### src/rtl/pred_gate_pkg.sv
package pred_gate_pkg;

  typedef enum logic [1:0] {
    ACT_WAIT = 2'd0,
    ACT_KEEP = 2'd1,
    ACT_NOOP = 2'd2
  } gate_act_e;

  // Ruling on a guard given its ready and non-zero bits.
  function automatic gate_act_e guard_action(input logic rdy, input logic nz);
    if (!rdy)     return ACT_WAIT;
    else if (nz)  return ACT_KEEP;
    else          return ACT_NOOP;
  endfunction

  // Whether an issuing guarded instruction must take a table slot.
  function automatic logic needs_slot(input logic late, input logic busy,
                                      input gate_act_e act);
    return late && (busy || (act == ACT_WAIT));
  endfunction

endpackage

### src/rtl/pred_guard_lookup.sv
module pred_guard_lookup #(
  parameter int NREG  = 8,
  parameter int IDX_W = $clog2(NREG)
) (
  input  logic [IDX_W-1:0] idx,
  input  logic [NREG-1:0]  sb_ready,
  input  logic [NREG-1:0]  sb_nz,
  output logic             rdy,
  output logic             nz
);
  always_comb begin
    rdy = sb_ready[idx];
    nz  = sb_nz[idx];
  end
endmodule

### src/rtl/pred_tag_fifo.sv
module pred_tag_fifo #(
  parameter int DEPTH  = 4,
  parameter int DATA_W = 3
) (
  input  logic                     clk,
  input  logic                     rst_n,
  input  logic                     push,
  input  logic [DATA_W-1:0]        push_data,
  input  logic                     pop,
  output logic [DATA_W-1:0]        head_data,
  output logic [$clog2(DEPTH)-1:0] head_tag,
  output logic [$clog2(DEPTH)-1:0] tail_tag,
  output logic                     empty,
  output logic                     full
);
  localparam int TAG_W = $clog2(DEPTH);
  localparam int PTR_W = TAG_W + 1;

  logic [DATA_W-1:0] slot_q [DEPTH];
  logic [PTR_W-1:0]  wr_ptr, rd_ptr;

  always_comb begin
    head_tag  = rd_ptr[TAG_W-1:0];
    tail_tag  = wr_ptr[TAG_W-1:0];
    empty     = (wr_ptr == rd_ptr);
    full      = (wr_ptr[TAG_W] != rd_ptr[TAG_W]) &&
                (wr_ptr[TAG_W-1:0] == rd_ptr[TAG_W-1:0]);
    head_data = slot_q[head_tag];
  end

  always_ff @(posedge clk or negedge rst_n) begin
    if (!rst_n) begin
      wr_ptr <= '0;
      rd_ptr <= '0;
    end else begin
      if (push) wr_ptr <= wr_ptr + PTR_W'(1);
      if (pop)  rd_ptr <= rd_ptr + PTR_W'(1);
    end
  end

  always_ff @(posedge clk) begin
    if (push) slot_q[tail_tag] <= push_data;
  end

  AST_FIFO_NO_OVERFLOW: assert property (@(posedge clk) disable iff (!rst_n)
    push |-> !full);
  AST_FIFO_NO_UNDERFLOW: assert property (@(posedge clk) disable iff (!rst_n)
    pop |-> !empty);
  AST_FIFO_FULL_HOLDS: assert property (@(posedge clk) disable iff (!rst_n)
    (full && !pop) |=> full);
endmodule

### src/rtl/pred_squash_counter.sv
module pred_squash_counter #(
  parameter int CNT_W = 16
) (
  input  logic             clk,
  input  logic             rst_n,
  input  logic             inc,
  output logic [CNT_W-1:0] count
);
  always_ff @(posedge clk or negedge rst_n) begin
    if (!rst_n)   count <= '0;
    else if (inc) count <= count + CNT_W'(1);
  end

  AST_SQUASH_STEP: assert property (@(posedge clk) disable iff (!rst_n)
    inc |=> (count == $past(count) + CNT_W'(1)));
  AST_SQUASH_STILL: assert property (@(posedge clk) disable iff (!rst_n)
    !inc |=> $stable(count));
endmodule

### src/rtl/pred_issue_gate.sv
module pred_issue_gate
  import pred_gate_pkg::*;
#(
  parameter int NREG  = 8,
  parameter int DEPTH = 4,
  parameter int CNT_W = 16,
  parameter int IDX_W = $clog2(NREG),
  parameter int TAG_W = $clog2(DEPTH)
) (
  input  logic             clk,
  input  logic             rst_n,
  input  logic             late_mode,
  input  logic             in_valid,
  output logic             in_ready,
  input  logic             in_pred,
  input  logic [IDX_W-1:0] in_guard,
  input  logic [NREG-1:0]  sb_ready,
  input  logic [NREG-1:0]  sb_nz,
  output logic             issue_fire,
  output logic             issue_null,
  output logic             issue_spec,
  output logic [TAG_W-1:0] spec_tag,
  output logic             stall,
  output logic             res_valid,
  output logic             res_squash,
  output logic [TAG_W-1:0] res_tag,
  output logic [CNT_W-1:0] squash_cnt
);
  // Guard reads: one for the issuing instruction, one for the table head.
  logic             iss_rdy, iss_nz, hd_rdy, hd_nz;
  logic [IDX_W-1:0] hd_idx;
  logic             q_empty, q_full, q_busy;
  gate_act_e        iss_act, hd_act;
  logic             take_slot, pred_block;

  pred_guard_lookup #(.NREG(NREG), .IDX_W(IDX_W)) u_issue_lk (
    .idx(in_guard), .sb_ready(sb_ready), .sb_nz(sb_nz),
    .rdy(iss_rdy), .nz(iss_nz)
  );

  pred_guard_lookup #(.NREG(NREG), .IDX_W(IDX_W)) u_head_lk (
    .idx(hd_idx), .sb_ready(sb_ready), .sb_nz(sb_nz),
    .rdy(hd_rdy), .nz(hd_nz)
  );

  always_comb begin
    q_busy     = !q_empty;
    iss_act    = guard_action(iss_rdy, iss_nz);
    hd_act     = guard_action(hd_rdy, hd_nz);
    take_slot  = in_pred && needs_slot(late_mode, q_busy, iss_act);
    pred_block = in_pred && (late_mode ? (take_slot && q_full)
                                       : (q_busy || iss_act == ACT_WAIT));
    in_ready   = !pred_block;
    issue_fire = in_valid && in_ready;
    stall      = in_valid && pred_block;
    issue_spec = issue_fire && take_slot;
    issue_null = issue_fire && in_pred && !take_slot && (iss_act == ACT_NOOP);
    res_valid  = q_busy && (hd_act != ACT_WAIT);
    res_squash = res_valid && (hd_act == ACT_NOOP);
  end

  pred_tag_fifo #(.DEPTH(DEPTH), .DATA_W(IDX_W)) u_table (
    .clk(clk), .rst_n(rst_n),
    .push(issue_spec), .push_data(in_guard),
    .pop(res_valid),
    .head_data(hd_idx), .head_tag(res_tag), .tail_tag(spec_tag),
    .empty(q_empty), .full(q_full)
  );

  pred_squash_counter #(.CNT_W(CNT_W)) u_squash_ctr (
    .clk(clk), .rst_n(rst_n), .inc(res_squash), .count(squash_cnt)
  );

  AST_PLAIN_NEVER_STALLS: assert property (@(posedge clk) disable iff (!rst_n)
    (in_valid && !in_pred) |-> (in_ready && !issue_null && !issue_spec));
  AST_NULL_ONLY_ON_ZERO: assert property (@(posedge clk) disable iff (!rst_n)
    issue_null |-> (iss_rdy && !iss_nz && q_empty));
  AST_WAIT_MODE_HOLDS: assert property (@(posedge clk) disable iff (!rst_n)
    (in_valid && in_pred && !late_mode && !iss_rdy) |-> (stall && !issue_fire));
  AST_SPEC_ONLY_LATE: assert property (@(posedge clk) disable iff (!rst_n)
    issue_spec |-> (late_mode && !q_full));
  AST_RES_HEAD_READY: assert property (@(posedge clk) disable iff (!rst_n)
    res_valid |-> (hd_rdy && !q_empty));
  AST_WAIT_MODE_DRAINS: assert property (@(posedge clk) disable iff (!rst_n)
    (in_valid && in_pred && !late_mode && !q_empty) |-> !in_ready);
  AST_FIRE_STALL_EXCL: assert property (@(posedge clk) disable iff (!rst_n)
    !(issue_fire && stall));
endmodule

### config.mk
export PLATFORM = sky130hd
export DESIGN_NAME = pred_issue_gate
export DESIGN_NICKNAME = d
export VERILOG_FILES = /design/src/rtl/pred_gate_pkg.sv /design/src/rtl/pred_guard_lookup.sv /design/src/rtl/pred_tag_fifo.sv /design/src/rtl/pred_squash_counter.sv /design/src/rtl/pred_issue_gate.sv
export SDC_FILE = /design/constraint.sdc
export NUM_CORES = 1
export LEC_CHECK = 0
export ABC_AREA = 1
export ABC_CLOCK_PERIOD_IN_PS = 4400
export CELL_PAD_IN_SITES_DETAIL_PLACEMENT = 1
export CELL_PAD_IN_SITES_GLOBAL_PLACEMENT = 2
export CORE_ASPECT_RATIO = 0.5
export CORE_MARGIN = 3
export CORE_UTILIZATION = 30
export DETAILED_ROUTE_END_ITERATION = 8
export HOLD_SLACK_MARGIN = 0.03
export PLACE_DENSITY = 0.85
export SLEW_MARGIN = 20
export SYNTH_ARGS = -nofsm -noshare
export SYNTH_HDL_FRONTEND = slang
export SYNTH_SLANG_ARGS = --single-unit
### constraint.sdc
create_clock -name clk -period 4.4 [get_ports clk]
set_clock_uncertainty 0.2 [all_clocks]
set_input_delay 0.66 -clock clk [delete_from_list [all_inputs] [get_ports clk]]
set_output_delay 0.66 -clock clk [all_outputs]
set_load 0.1 [all_outputs]
==> results.txt <==
The total of cells resized after clock tree synthesis came out at 0. The internal power is 1050 µW. The worst voltage drop across the vdd grid came out at 266 µV. For this run, asynchronously set or reset flops after synthesis account for around 65%.

The synthesized netlist occupies a cell area of 2330 µm². The synthesized design contains 34 register bits. Of all cell types, the one taking the most synthesized area is dfrtp_1. The gate count after technology mapping came out at 317.

In this run the vertical extent of the chip is 68.3 µm. Among all cell types in the netlist, the one instantiated most often is nand2_1. The fraction of final layout cells with drive strength greater than 1 is 8.74%. The maximum cell stage delay along the critical path is about 700 ps. In this run the worst path has a maximum fanout of 13. The via count of the first global-routing pass is 2280. The critical path contains buffers and inverters numbering 3 combined. The clock tree from TritonCTS is built. The type of the worst setup path is input pin to output port. The number of antenna-violating nets in the routed design came out at 0.

On the final layout, the worst hold slack is about 150 ps. The clock passes through at most 2 buffers. At the placement stage, the worst setup path has a slack of between 600 and 700 ps. At the later pin of the worst-skew pair, clock insertion delay measures 270 ps. After detailed routing, the number of remaining DRC violations is 0. The switching power came out at 1350 µW.

Counting flops with a built-in enable in the synthesized netlist gives 12. The detailed-route via count came out at about 2200. Yosys attributes the largest share of cell area to dfrtp_1, nand2_1, edfxtp_1.

The most used flip-flop cell after synthesis is dfrtp_1. Measured against the total synthesized area, the mux share comes to 0%. The global-route congestion overflow total came out at 0.

The depth of the CTS H-tree is 2. The startpoint type of the worst setup path is an input pin. The area enclosed by the die boundary came out at 8910 µm². The adder and majority gate portion of the synthesized area is 3.23%.

The type of element capturing the critical path is an output port. The synthesized-area fraction occupied by ao, oa, aoi and oai cells is 0.645%. The number of pins with negative max-slew slack in the final report came out at 0. The repair_antennas step left the layout with diodes totalling 0. At the worst endpoint, the arrival time is 2860 ps. The worst-case headroom to the max-slew limit came out at a little over a third. The aggregate global-route resource usage is between 15 and 20%. The number of port buffers came out at 50.

The static leakage came out at about 0.0014 µW. The clock edge transition at the registers on the reported setup and hold paths is 50 ps. Buffers added to address setup during post-CTS repair amount to 0.

Setup violations remaining at the end of the flow were counted as 0. The areal power density over the cells is 783 nW/µm². The share of the synthesized area in the top cell type came out at 23.7%. The part of the cycle the worst path needs is 84.4%. Clock tree synthesis selected as its root buffer the cell clkbuf_16.

Setup repair after global routing left no endpoint under its margin. Summing the areas of all xor and xnor instances in the mapped netlist gives around 6.4% of the synthesized area. The most numerous cell type found on the critical path is nand2_1. For this design, the CTS-stage hold fixing added 0 buffers. After legalization and detailed placement, the total HPWL measured 5.02 mm. The initial utilization of the core area, before any placement, comes to approximately 31%. Entering global routing, the biggest net connects 23 pins. After detailed routing, the average wire length per cell comes to about 14 µm. Of the total power, the clock network draws between 15 and 20%. Dividing the detail-routed via count by the number of cells gives 4.82.

The post-route setup TNS is 0 ps. Compared with the post-synthesis result, the final layout area differs by 31.6%. The number of failing hold endpoints at the final stage is 0. Walking the worst path, the cells encountered are clkdlybuf4s50_1, inv_1, nand2_1, nand3_1, nand2_1, nand2_1, nand2_1, nand2_1, nand3_1, nand2_1, nor2_2, buf_12. Counting distinct cell types in the post-synthesis netlist gives 22. The mean instance size in the synthesized netlist is about 7.3 µm².

The floorplan has 22 rows. The worst hold-check path type is input pin to asynchronous set/reset pin. The count of fill cells added during filler insertion came out at approximately 900. The chip width came out at 131 µm. The total area inside the core boundary comes to about 7400 µm². The aggregate routed wire length is 6.37 mm. The number of buffers created by CTS came out at 5. The first detailed-routing pass took 4 iterations.

The count of pins on the block boundary came out at 51. The number of violations reported at the end of detailed-routing iteration 0 came out at around 110. The simple-gate portion of the synthesized area is 41.3%. The number of nets in the finished design is 395.

The flow ran to the end, and the final reports show no timing, DRC or antenna violations. After layout, the worst setup slack is between 600 and 700 ps. The achievable clock frequency came out at ~270 MHz. In this design, the largest share of critical-path delay is due to buffers and inverters.

The main combinational cell family by area after synthesis is simple AND/OR/NAND/NOR gates. After synthesis, the most frequently instantiated cells are nand2_1, nand3_1, inv_1, dfrtp_1, nor2_1. When the netlist entered floorplanning its net count stood at 347. The cell type of the slowest stage on the worst timing path is clkdlybuf4s50_1. The pin slew with the least headroom to its limit came out at between 900 and 1000 ps. The number of clock sinks is 34. The number of antenna violations at the first check in global routing is 0. The first global-routing pass estimated 10.8 mm of wire. Combinational logic is responsible for 63.9% of the overall power.

The number of synthesis warnings came out at 0. The final weighted congestion in routability-driven placement is around 0.86. The final critical-path required period came out at 3720 ps. The proportion of synthesized chip area in sequential cells is 39.1%. The required time at the worst-slack endpoint came out at 3540 ps. The part of the total power dissipated in sequential elements is 19.9%.

The design draws around 2400 µW. Across the run, the number of max-cap violations was 0. The fraction of power spent switching nets came out at a little under three fifths.
-- cells by family after synthesis --
group / count (synthesis)
AOI/OAI and AO/OA: 3
xor gates and xnor gates: 17
adders and majority gates: 6
buffers and inverters: 45
DFF: 34
and+or+nand+nor: 212
-- layer usage --
layer  up-vias  track usage [%]  part of all wire, %  wire length [µm]
met5         -                0                    0                 0
met3         6             2.73                  2.8               181
met4         0             2.82                 0.91                58
met2        39             26.3                   47              3000
met1      1077             20.2                   49              3130
li1       1105                -                    -                 -
-- registers in the layout (all words and copies together), names as in the netlist --
register	flops
u_table.wr_ptr	3
u_squash_ctr.count	16
u_table.slot_q	12
u_table.rd_ptr	3
-- layout make-up --
type,count,area [µm²],share of cell area (%)
multi-input combinational,238,1210,39.5
sequential,34,911,29.7
timing repair buffer,51,523,17.1
inverter,35,134,4.37
clock buffer,5,125,4.08
tap,96,120,3.92
clock inverter,3,40.0,1.31
-- power groups by stage --
stage               Combinational [µW]  Clock [µW]  Sequential, µW
floorplan                         1100           0             596
finish                            1530         390             476
global placement                  1520           0             481
global route                      1670         416             492
detailed placement                1540           0             484
CTS                               1550         400             478
-- final timing paths --
kind                                   startpoint                      to  slack (ps)  cells past startpoint
max                                   in_guard[0]              issue_spec         680                     12
min                                         rst_n  u_squash_ctr.count[14]         150                      1
max reg2reg                     u_table.rd_ptr[0]    u_table.slot_q[1][0]        2000                      9
min reg2reg                u_squash_ctr.count[14]  u_squash_ctr.count[14]         300                      2
max in group asynchronous                   rst_n   u_squash_ctr.count[1]        3520                      1
min in group clk           u_squash_ctr.count[14]  u_squash_ctr.count[14]         300                      2
-- cells in the final DEF, fill, tap and decap left out --
master,Yosys,final
inv_4,1,1
nor2_2,0,2
clkinv_2,0,2
xnor2_1,8,8
inv_2,2,2
nor2_1,16,14
nand2_2,4,4
xor2_1,9,9
o21ai_0,2,2
clkdlybuf4s50_1,0,42
a21oi_1,1,1
nand2_4,2,2
nor3b_2,0,1
buf_12,0,3
nand3_1,60,60
buf_2,0,1
bufinv_16,0,1
nor3_1,4,4
ha_1,6,6
inv_1,32,32
buf_4,8,5
edfxtp_1,12,12
nand2b_1,1,1
nand3_4,3,3
nand4_1,5,5
clkbuf_16,0,5
dfrtp_1,22,22
nand2_1,116,116
-- stage by stage --
stage                     std cells  utilization, %  cell area (µm²)
after global placement          454            39.1             2900
after CTS                       462            41.3             3070
after floorplan                 317               -             2340
after global routing            462            41.2             3060
after detailed placement        454            39.1             2900
final                           462            41.2             3060
No activity file was read; power rests on OpenSTA's default activity.
